`src/rtl/pwm_dim_prescaler.sv`:
```
module pwm_dim_prescaler #(
   parameter int DIV_W    = 2,
   parameter int PRE_BASE = 3,
   parameter int CNT_W    = PRE_BASE + (1 << DIV_W) - 1
) (
   input  logic             clk,
   input  logic             rst,
   input  logic             run,
   input  logic [DIV_W-1:0] div,
   output logic             tick,
   output logic [CNT_W-1:0] cnt
);
   localparam int NDIV = 1 << DIV_W;

   logic [CNT_W-1:0] lim [NDIV];

   // One terminal count per divide value: 2^(PRE_BASE+i) - 1
   for (genvar i = 0; i < NDIV; i++) begin : g_lim
      localparam int SH = CNT_W - PRE_BASE - i;
      assign lim[i] = {CNT_W{1'b1}} >> SH;
   end

   assign tick = run && (cnt == lim[div]);

   always_ff @(posedge clk) begin
      if (rst || !run)  cnt <= '0;
      else if (tick)    cnt <= '0;
      else              cnt <= cnt + 1'b1;
   end
endmodule

```
`src/rtl/pwm_dim_stepctr.sv`:
```
module pwm_dim_stepctr #(
   parameter int CODE_W = 6
) (
   input  logic              clk,
   input  logic              rst,
   input  logic              run,
   input  logic              tick,
   output logic [CODE_W-1:0] step,
   output logic              last
);
   assign last = (step == {CODE_W{1'b1}});

   always_ff @(posedge clk) begin
      if (rst || !run) step <= '0;
      else if (tick)   step <= step + 1'b1;
   end
endmodule

```
`src/rtl/pwm_dim_shaper.sv`:
```
module pwm_dim_shaper #(
   parameter int CODE_W = 6,
   parameter int DIV_W  = 2
) (
   input  logic              clk,
   input  logic              rst,
   input  logic              standby,
   input  logic              tick,
   input  logic              last,
   input  logic [CODE_W-1:0] step,
   input  logic [CODE_W-1:0] duty_in,
   input  logic [DIV_W-1:0]  div_in,
   output logic              run,
   output logic [CODE_W-1:0] code,
   output logic [DIV_W-1:0]  div,
   output logic              pwm
);
   logic boundary;

   assign boundary = !run || (tick && last);

   always_ff @(posedge clk) begin
      if (rst) begin
         run  <= 1'b0;
         code <= '0;
         div  <= '0;
      end else if (standby) begin
         run  <= 1'b0;
      end else if (boundary) begin
         run  <= 1'b1;
         code <= duty_in;
         div  <= div_in;
      end
   end

   assign pwm = run && (code != '0) && (step <= code);
endmodule

```
`src/rtl/pwm_dimmer.sv`:
```
module pwm_dimmer #(
   parameter int CODE_W   = 6,
   parameter int DIV_W    = 2,
   parameter int PRE_BASE = 3
) (
   input  logic              clk,
   input  logic              rst,
   input  logic              standby,
   input  logic [DIV_W-1:0]  div_sel,
   input  logic [CODE_W-1:0] duty_code,
   output logic              pwm_out
);
   localparam int CNT_W = PRE_BASE + (1 << DIV_W) - 1;

   if (CODE_W < 2) begin : g_bad_code
      $error("pwm_dimmer: CODE_W must be at least 2");
   end
   if (DIV_W < 1 || DIV_W > 3) begin : g_bad_div
      $error("pwm_dimmer: DIV_W must be 1..3");
   end
   if (PRE_BASE < 0 || CNT_W > 24) begin : g_bad_base
      $error("pwm_dimmer: PRE_BASE out of range");
   end

   logic              run_q;
   logic              step_tick;
   logic              step_last;
   logic [CNT_W-1:0]  pre_q;
   logic [CODE_W-1:0] step_q;
   logic [CODE_W-1:0] code_q;
   logic [DIV_W-1:0]  div_q;

   pwm_dim_prescaler #(.DIV_W(DIV_W), .PRE_BASE(PRE_BASE), .CNT_W(CNT_W)) pre_i (
      .clk(clk), .rst(rst), .run(run_q), .div(div_q), .tick(step_tick), .cnt(pre_q)
   );

   pwm_dim_stepctr #(.CODE_W(CODE_W)) stp_i (
      .clk(clk), .rst(rst), .run(run_q), .tick(step_tick), .step(step_q), .last(step_last)
   );

   pwm_dim_shaper #(.CODE_W(CODE_W), .DIV_W(DIV_W)) shp_i (
      .clk(clk), .rst(rst), .standby(standby), .tick(step_tick), .last(step_last),
      .step(step_q), .duty_in(duty_code), .div_in(div_sel),
      .run(run_q), .code(code_q), .div(div_q), .pwm(pwm_out)
   );
endmodule

```
`config.mk`:
```
export PLATFORM = sky130hd
export DESIGN_NAME = pwm_dimmer
export DESIGN_NICKNAME = d
export VERILOG_FILES = /design/src/rtl/pwm_dim_prescaler.sv /design/src/rtl/pwm_dim_stepctr.sv /design/src/rtl/pwm_dim_shaper.sv /design/src/rtl/pwm_dimmer.sv
export SDC_FILE = /design/constraint.sdc
export NUM_CORES = 1
export LEC_CHECK = 0
export BUFFER_PORTS_ARGS = -buffer_cell sky130_fd_sc_hd__buf_2
export CORE_ASPECT_RATIO = 1.25
export CORE_MARGIN = 4
export CORE_UTILIZATION = 58
export DETAILED_ROUTE_END_ITERATION = 10
export PLACE_DENSITY = 0.84
export SETUP_SLACK_MARGIN = 0.5
export SLEW_MARGIN = 20
export SYNTH_ARGS = -nofsm -noshare
export SYNTH_HDL_FRONTEND = slang
export SYNTH_SLANG_ARGS = --single-unit
```
`constraint.sdc`:
```
create_clock -name clk -period 2.5 [get_ports clk]
set_clock_uncertainty 0.2 [all_clocks]
set_input_delay 0.125 -clock clk [delete_from_list [all_inputs] [get_ports clk]]
set_output_delay 0.125 -clock clk [all_outputs]
set_load 0.05 [all_outputs]
```
==> metrics.md, run 1 <==
| Metric | Value |
|---|---|
| Via count | 1147 |
| Register area share after synthesis | 32.6% |
| DPL Wire Length | 2030 um |
| Rows | 18 |
| Worst min-delay path class | in2reg |
| Mapped Area | 1290 um^2 |
| Part of the power in combinational logic | roughly 20% |
| Normalized max-slew margin | 77.7% |
| CTS tree | yes |
| Number of nets with antenna violations after detailed routing | 0 |
| Number of global-route vias before repair | 1195 |
| 1st-iter DRT viols | 51 |
| Leakage | 0.589 nW |
| Final worst-path cycle share | 82.0% |
| # clock sinks | 21 |
| Vert. Die Dim | slightly above 60 um |
| Placed Cells | 181 |
| Measured slew at the worst slew-check pin | ~0.33 ns |
| Yosys Warn Count | 0 |
| Number of search-and-repair iterations in the first detailed-routing pass | 4 |
| Per-instance average area after synthesis | 9.01 um^2 |
| Aggregate global routing overflow | 0 |
| Antenna violations before repair | 0 |
| Multiplexer share of the synthesized area | 6.99% |
| Vias/cell | 5.76 |
| Min cycle time layout | 2.05 ns |
| Xor/xnor cell area share of the yosys netlist | under 10% |
| Placed inst area | 1370 um^2 |
| Number of buffers added by the clock tree synthesis step | 3 |
| Largest family of logic cells by synthesized area | simple AND/OR/NAND/NOR gates |
| Total Die Area | 3040 um^2 |
| Synthesized-area fraction occupied by ao, oa, aoi and oai cells | about 17% |
| Worst-Skew Late Latency | 0.31 ns |
| Flip-flop and latch count after synthesis | 21 |
| Final slew viol count | 0 |
| Internal power | 0.474 mW |
| H-tree depth | 1 |
| Number of design rule violations left after detail routing | 0 |
| TNS Setup | 0 ns |
| Core box area | 2050 um^2 |
| Synthesized instance count | 143 |
| Relative contribution of the clock network to total power | 25.7% |
| Clk Tree Root Cell | sky130_fd_sc_hd__clkbuf_4 |
| Top-level port count | 12 |
| Share of cells above drive strength 1 | 20.7% |
| Power per standard cell area | 421 nW/um^2 |
| Critical path type | reg2out |
| Setup crit end kind | output port |
| WL/cell | 15.1 um |
| RSZ-0062 raised after global routing | true |
| Routed wire length | 3010 um |
| RePlAce Congestion | between 0.7 and 0.8 |
| Maximum number of buffers from clock root to sink | 2 |
| Sw Pwr | 0.197 mW |
| Number of different library cells in the post-synthesis netlist | 38 |
| Post-CTS clock slew at the launch and capture registers of the worst setup and hold paths | roughly 0.13 ns |
| Die outline width | 50.2 um |
| Diode count | 0 |
| Synthesized netlist net count | 162 |
| Max-cap violations | 0 |
| Fmax | between 400 and 500 MHz |
| Overall global routing resource usage | 23.6% |
| Filler-free cell count of the finished design | between 150 and 200 |
| Highest cell delay on the worst timing path | 0.38 ns |
| Final hold violations | 0 |
| Worst supply voltage drop on vdd | 0.443 mV |
| Final nets | 189 |
| Sequential group share of total power | 54.1% |
| Adder-cell area share of the yosys netlist | roughly 7.8% |
| Switching part of the total | 29.4% |
| Fraction of the mapped netlist area in simple logic gates | 25.9% |
| Setup violation total in the final timing report | 0 |
| Pin count of the biggest net entering global routing | 19 |
| I/O Buffers | 11 |
| Critical path cell sequence | ha_4 > nor2b_1 > o21a_1 > o211ai_1 > a21oi_1 > nor2_2 > buf_6 |
| Run status | complete, no violations |
| CP startpoint kind | flop |
| Cell area after layout | 1600 um^2 |
| Wire length of the first global-routing pass | 5440 um |
| Layout overhead on the synthesized area | 23.9% |
| Starting density of the core | 62.9% |
| Library cell contributing the largest single delay on the critical path | sky130_fd_sc_hd__dfxtp_4 |
| Maximum fanout count along the critical path | 2 |
| Endpoint required time on the critical path | 2.17 ns |
| Critical path arrival | 1.72 ns |
-- power groups by stage --
stage | combinational, mW | clock [mW] | sequential, mW
finish | 0.136 | 0.173 | 0.363
CTS | 0.131 | 0.175 | 0.364
global placement | 0.109 | 0 | 0.370
floorplan | 0.0867 | 0 | 0.367
global route | 0.151 | 0.195 | 0.366
detailed placement | 0.114 | 0 | 0.371
-- through the flow --
stage | total power, mW | utilization (%) | setup slack, ns | hold slack (ns)
after detailed placement | 0.485 | 67.0 | 0.439 | 0.132
after CTS | 0.671 | 76.1 | 0.436 | 0.207
after global routing | 0.712 | 77.9 | 0.304 | 0.236
after global placement | 0.479 | 67.0 | 0.530 | 0.124
final | 0.672 | 77.9 | 0.451 | 0.240
after floorplan | 0.454 | - | 0.590 | -0.00262
-- sequential cells by signal (all words and copies together) (netlist names) --
register,cells
shp_i.code,6
stp_i.step,6
shp_i.div,2
shp_i.run,1
pre_i.cnt,6
-- logic make-up (layout without fill, tap and decap cells) --
logic type,Yosys count,after routing
adder cells (fa/ha/maj),8,8
AND/OR/NAND/NOR,60,60
AO/OA/AOI/OAI,22,22
buffers and inverters,16,42
flip-flops,21,21
multiplexers,9,9
XOR/XNOR,7,7
-- metal layers --
| metal | part of all wire [%] | GRT usage (%) | vias to the layer above |
|---|---|---|---|
| met4 | 2.0 | 12.6 | 0 |
| met5 | 0 | 0 | - |
| met2 | 51 | 41.0 | 31 |
| li1 | - | - | 575 |
| met3 | 3.9 | 3.93 | 8 |
| met1 | 43 | 28.0 | 533 |
-- placed cells by master (no fill, tap or decap), types with 2 or more instances in the layout --
| cell type | n |
|---|---|
| sky130_fd_sc_hd__dfxtp_1 | 16 |
| sky130_fd_sc_hd__nor2_1 | 14 |
| sky130_fd_sc_hd__nand2_1 | 13 |
| sky130_fd_sc_hd__nor3b_1 | 11 |
| sky130_fd_sc_hd__dlygate4sd3_1 | 10 |
| sky130_fd_sc_hd__buf_2 | 10 |
| sky130_fd_sc_hd__inv_1 | 9 |
| sky130_fd_sc_hd__mux2i_1 | 9 |
| sky130_fd_sc_hd__a32oi_1 | 8 |
| sky130_fd_sc_hd__ha_1 | 7 |
| sky130_fd_sc_hd__nor3_1 | 6 |
| sky130_fd_sc_hd__xnor2_1 | 5 |
| sky130_fd_sc_hd__nand3_1 | 4 |
| sky130_fd_sc_hd__buf_4 | 4 |
| sky130_fd_sc_hd__clkbuf_4 | 3 |
| sky130_fd_sc_hd__dfxtp_2 | 3 |
| sky130_fd_sc_hd__a211oi_1 | 2 |
| sky130_fd_sc_hd__a21oi_1 | 2 |
| sky130_fd_sc_hd__a31o_1 | 2 |
| sky130_fd_sc_hd__xor2_1 | 2 |
| sky130_fd_sc_hd__dfxtp_4 | 2 |
| sky130_fd_sc_hd__buf_12 | 2 |
-- cell usage after synthesis, drive strengths merged --
cell type  instances  area share [%]
nand3              4             1.6
xor2               2             1.4
inv               10             2.9
buf                2             1.2
a21oi              4             2.7
and4               1            0.68
or2                1            0.49
nand4              2             1.5
nor4b              1             1.2
nand2             13             3.8
a211oi             2             1.2
a32oi              8             5.4
and3               1            0.49
nor2b              1            0.49
mux2i              9             7.0
nor2              15             4.4
and4bb             1            0.97
a2111oi            1             2.1
o31ai              2             2.2
or4                1            0.58
o211ai             1            0.58
nor3               6             2.3
xnor2              5             3.4
and2               1            0.49
ha                 8             7.8
a31o               2             1.4
nand4b             1            0.68
clkinv             1            0.29
o22ai              1            0.49
clkbuf             3            0.87
dfxtp             21              33
nor3b             11             6.4
o21a               1            0.58
-- area by class of cell --
type | count | area, um^2
multi-input cells | 106 | 825
flip-flops and latches | 21 | 432
fillers | 124 | 453
clock buffers | 3 | 22.5
clock inverters | 1 | 7.51
inverters | 11 | 41.3
well taps | 30 | 37.5
repair buffers | 27 | 231
-- critical path, delay by kind of cell (launching register included) --
kind,cells,cell delay [ns]
AOI/OAI and AO/OA,3,0.42
adders and majority gates,1,0.23
DFF,1,0.38
buffers and inverters,1,0.16
and+or+nand+nor,2,0.22
-- final timing paths --
path,start,end,slack (ns),depth (start not counted)
min reg2reg,pre_i.cnt[0],pre_i.cnt[0],0.28,1
max reg2reg,pre_i.cnt[5],pre_i.cnt[5],0.59,6
min,rst,shp_i.code[4],0.24,4
max,stp_i.step[1],pwm_out,0.45,7
-- what timing repair did --
action	CTS	global route
endpoints found under the setup margin	18	12
hold buffers	10	0
pin swaps	5	3
cloned	0	0
buffers inserted	3	1
hold endpoints to repair	9	0
resized for setup	6	6
Note: power is estimated with default switching activity, not from simulation.
==> run 2, diff against run 1 <==
Settings changed: CORE_UTILIZATION 58 to 52, PLACE_DENSITY 0.84 to 0.8.
Clock period 2.5 ns to 1.8 ns, I/O delays scaled along.
==> metrics.md, run 2 (synthesis gave the netlist of run 1 again) <==
| Metric | Value |
|---|---|
| Setup slack after layout | -0.246 ns (-0.697 ns) |
| Placed Cells | 193 (+6.6%) |
| Die outline width | 52.5 um (+4.7%) |
| Overall global routing resource usage | 23.6% (-0.064 points) |
| H-tree depth | 1 (unchanged) |
| Largest registers in the final layout | pre_i.cnt (6), shp_i.code (6), stp_i.step (6) |
| Endpoint required time on the critical path | 1.51 ns (-0.66 ns) |
| Power per standard cell area | 541 nW/um^2 (+29%) |
| Max-cap violations | 0 (unchanged) |
| Failing checks | setup timing |
| Top library cells by usage in the layout, fill and taps aside | 15 x sky130_fd_sc_hd__dfxtp_1, 12 x sky130_fd_sc_hd__nand2_1, 11 x sky130_fd_sc_hd__buf_4 |
| Worst min-delay path class | in2reg |
| 1st-iter DRT viols | 28 (-45%) |
| Rows | 19 (+1) |
| Final core utilization | 79.7% (+1.8 points) |
| Worst-Skew Late Latency | 0.32 ns (about the same) |
| Number of global-route vias before repair | 1254 (+4.9%) |
| Measured slew at the worst slew-check pin | 0.355 ns (+0.0204 ns) |
| Area of the multi-input gates | 927 um^2 (+12%) |
| Number of design rule violations left after detail routing | 0 (unchanged) |
| Aggregate global routing overflow | 0 (unchanged) |
| Total Die Area | 3340 um^2 (+9.8%) |
| Routed wire length | 3540 um (+18%) |
| Maximum fanout count along the critical path | 2 (unchanged) |
| CP startpoint kind | flop |
| Switching part of the total | 29.7% (+0.37 points) |
| CTS tree | yes |
| Core box area | 2280 um^2 (+11%) |
| Filler-free cell count of the finished design | 211 (+6.0%) |
| DPL Wire Length | 2070 um (+2.4%) |
| Number of nets with antenna violations after detailed routing | 0 (unchanged) |
| Setup crit end kind | output port |
| Final slew viol count | 0 (unchanged) |
| Min cycle time layout | 2.05 ns |
| Starting density of the core | 56.5% (-6.4 points) |
| Pin count of the biggest net entering global routing | 18 (-1) |
| Layout overhead on the synthesized area | 41.1% |
| Final hold violations | 0 (unchanged) |
| Internal power | 0.691 mW (+46%) |
| Via count | 1197 (+4.4%) |
| Run status | finished with violations |
| Part of the power in combinational logic | 24.8% (+4.6 points) |
| Sequential group share of total power | 51.3% (-2.8 points) |
| # clock sinks | 21 (unchanged) |
| Final worst-path cycle share | 114% |
| I/O Buffers | 11 (unchanged) |
| Maximum number of buffers from clock root to sink | 2 (unchanged) |
| Vias/cell | 5.67 (-1.6%) |
| Setup violation total in the final timing report | 15 (+15) |
| Normalized max-slew margin | 76.3% (-1.4 points) |
| Critical path arrival | 1.76 ns (+0.04 ns) |
| Vert. Die Dim | 63.7 um (+4.9%) |
| Relative contribution of the clock network to total power | 23.9% (-1.8 points) |
| Critical path type | reg2out |
| Worst supply voltage drop on vdd | 0.595 mV (+35%) |
| Number of search-and-repair iterations in the first detailed-routing pass | 4 (unchanged) |
| Number of buffers added by the clock tree synthesis step | 3 (unchanged) |
| Post-CTS clock slew at the launch and capture registers of the worst setup and hold paths | 0.11 ns (-0.02 ns) |
| TNS Setup | -0.595 ns (-0.595 ns) |
| Fmax | slightly below 500 MHz |
| Diode count | 0 (unchanged) |
| Wire length of the first global-routing pass | 5910 um (+8.8%) |
| Clk Tree Root Cell | sky130_fd_sc_hd__clkbuf_4 |
| Final nets | 200 (+5.8%) |
| WL/cell | 16.8 um (+11%) |
| Share of cells above drive strength 1 | 36.1% (+15 points) |
| Leakage | 0.652 nW (+11%) |
| Number of fillers in the final layout | 148 (+19%) |
| Sw Pwr | 0.293 mW (+48%) |
| Footprint of the flip-flops and latches | 435 um^2 (+0.87%) |
| Antenna violations before repair | 0 (unchanged) |
| Most common cell after layout, fill and taps aside | sky130_fd_sc_hd__dfxtp_1 |
| Top-level port count | 12 (unchanged) |
| RSZ-0062 raised after global routing | true |
| RePlAce Congestion | 0.785 (-1.6%) |
-- run 2: cell count changes in the layout (fill, tap and decap cells not counted), sizes merged --
cell and delta:
buf +11, clkbuf +1, clkinvlp -1
-- run 2: what timing repair did --
item                       4_1_cts  5_1_grt
setup buffers                    3        0
gates cloned                     1        0
hold endpoints to repair         9        0
hold buffers                    10        0
gates resized for setup         16       15
setup endpoints to repair       20       20
pin swaps                        9        6
-- run 2: final cells by class --
class                      instances  share of cell area, %
multi-input combinational        106                   51.0
inverter                          11                   2.27
clock buffer                       4                   1.45
sequential                        21                   24.0
timing repair buffer              38                   19.2
tap                               31                   2.13
-- run 2: power groups by stage --
| stage | combinational (mW) | clock [mW] | sequential, mW |
|---|---|---|---|
| 4_1_cts | 0.213 | 0.243 | 0.505 |
| 3_3_place_gp | 0.172 | 0 | 0.514 |
| 3_5_place_dp | 0.180 | 0 | 0.514 |
| 6_report | 0.244 | 0.235 | 0.505 |
| 5_1_grt | 0.263 | 0.255 | 0.508 |
| 2_1_floorplan | 0.128 | 0 | 0.511 |
-- run 2: critical path, cell delays in order, from the launching register on --
cell and delay, ns:
sky130_fd_sc_hd__dfxtp_2 0.35, sky130_fd_sc_hd__inv_2 0.05, sky130_fd_sc_hd__ha_4 0.21, sky130_fd_sc_hd__nor2b_4 0.12
sky130_fd_sc_hd__o21a_1 0.16, sky130_fd_sc_hd__o211ai_1 0.20, sky130_fd_sc_hd__a21oi_2 0.10, sky130_fd_sc_hd__nor2_4 0.10
sky130_fd_sc_hd__buf_8 0.15
-- run 2: final timing paths --
kind	to	start	depth (start not counted)	slack [ns]
max	pwm_out	shp_i.code[1]	8	-0.25
max reg2reg	shp_i.div[1]	shp_i.div[1]	7	-0.05
min reg2reg	pre_i.cnt[0]	pre_i.cnt[0]	1	0.26
min	shp_i.div[1]	rst	4	0.05
-- run 2: layer usage --
metal,up-vias,GRT usage (%),routed length [um]
met3,9,3.30,100
met1,571,27.2,1410
met5,-,0,0
met4,0,11.8,102
met2,28,40.7,1930
li1,589,-,-
-- run 2: per-stage QoR --
| step | setup WS (ns) | instance area, um^2 | total power [mW] | hold WS, ns |
|---|---|---|---|---|
| detailed placement | -0.0649 | 1510 | 0.694 | 0.103 |
| CTS | -0.281 | 1760 | 0.960 | 0.0312 |
| global placement | -0.0401 | 1510 | 0.685 | 0.101 |
| finish | -0.246 | 1820 | 0.984 | 0.0516 |
| global route | -0.317 | 1820 | 1.03 | 0.0895 |
| floorplan | 0.0725 | 1340 | 0.638 | -0.0376 |
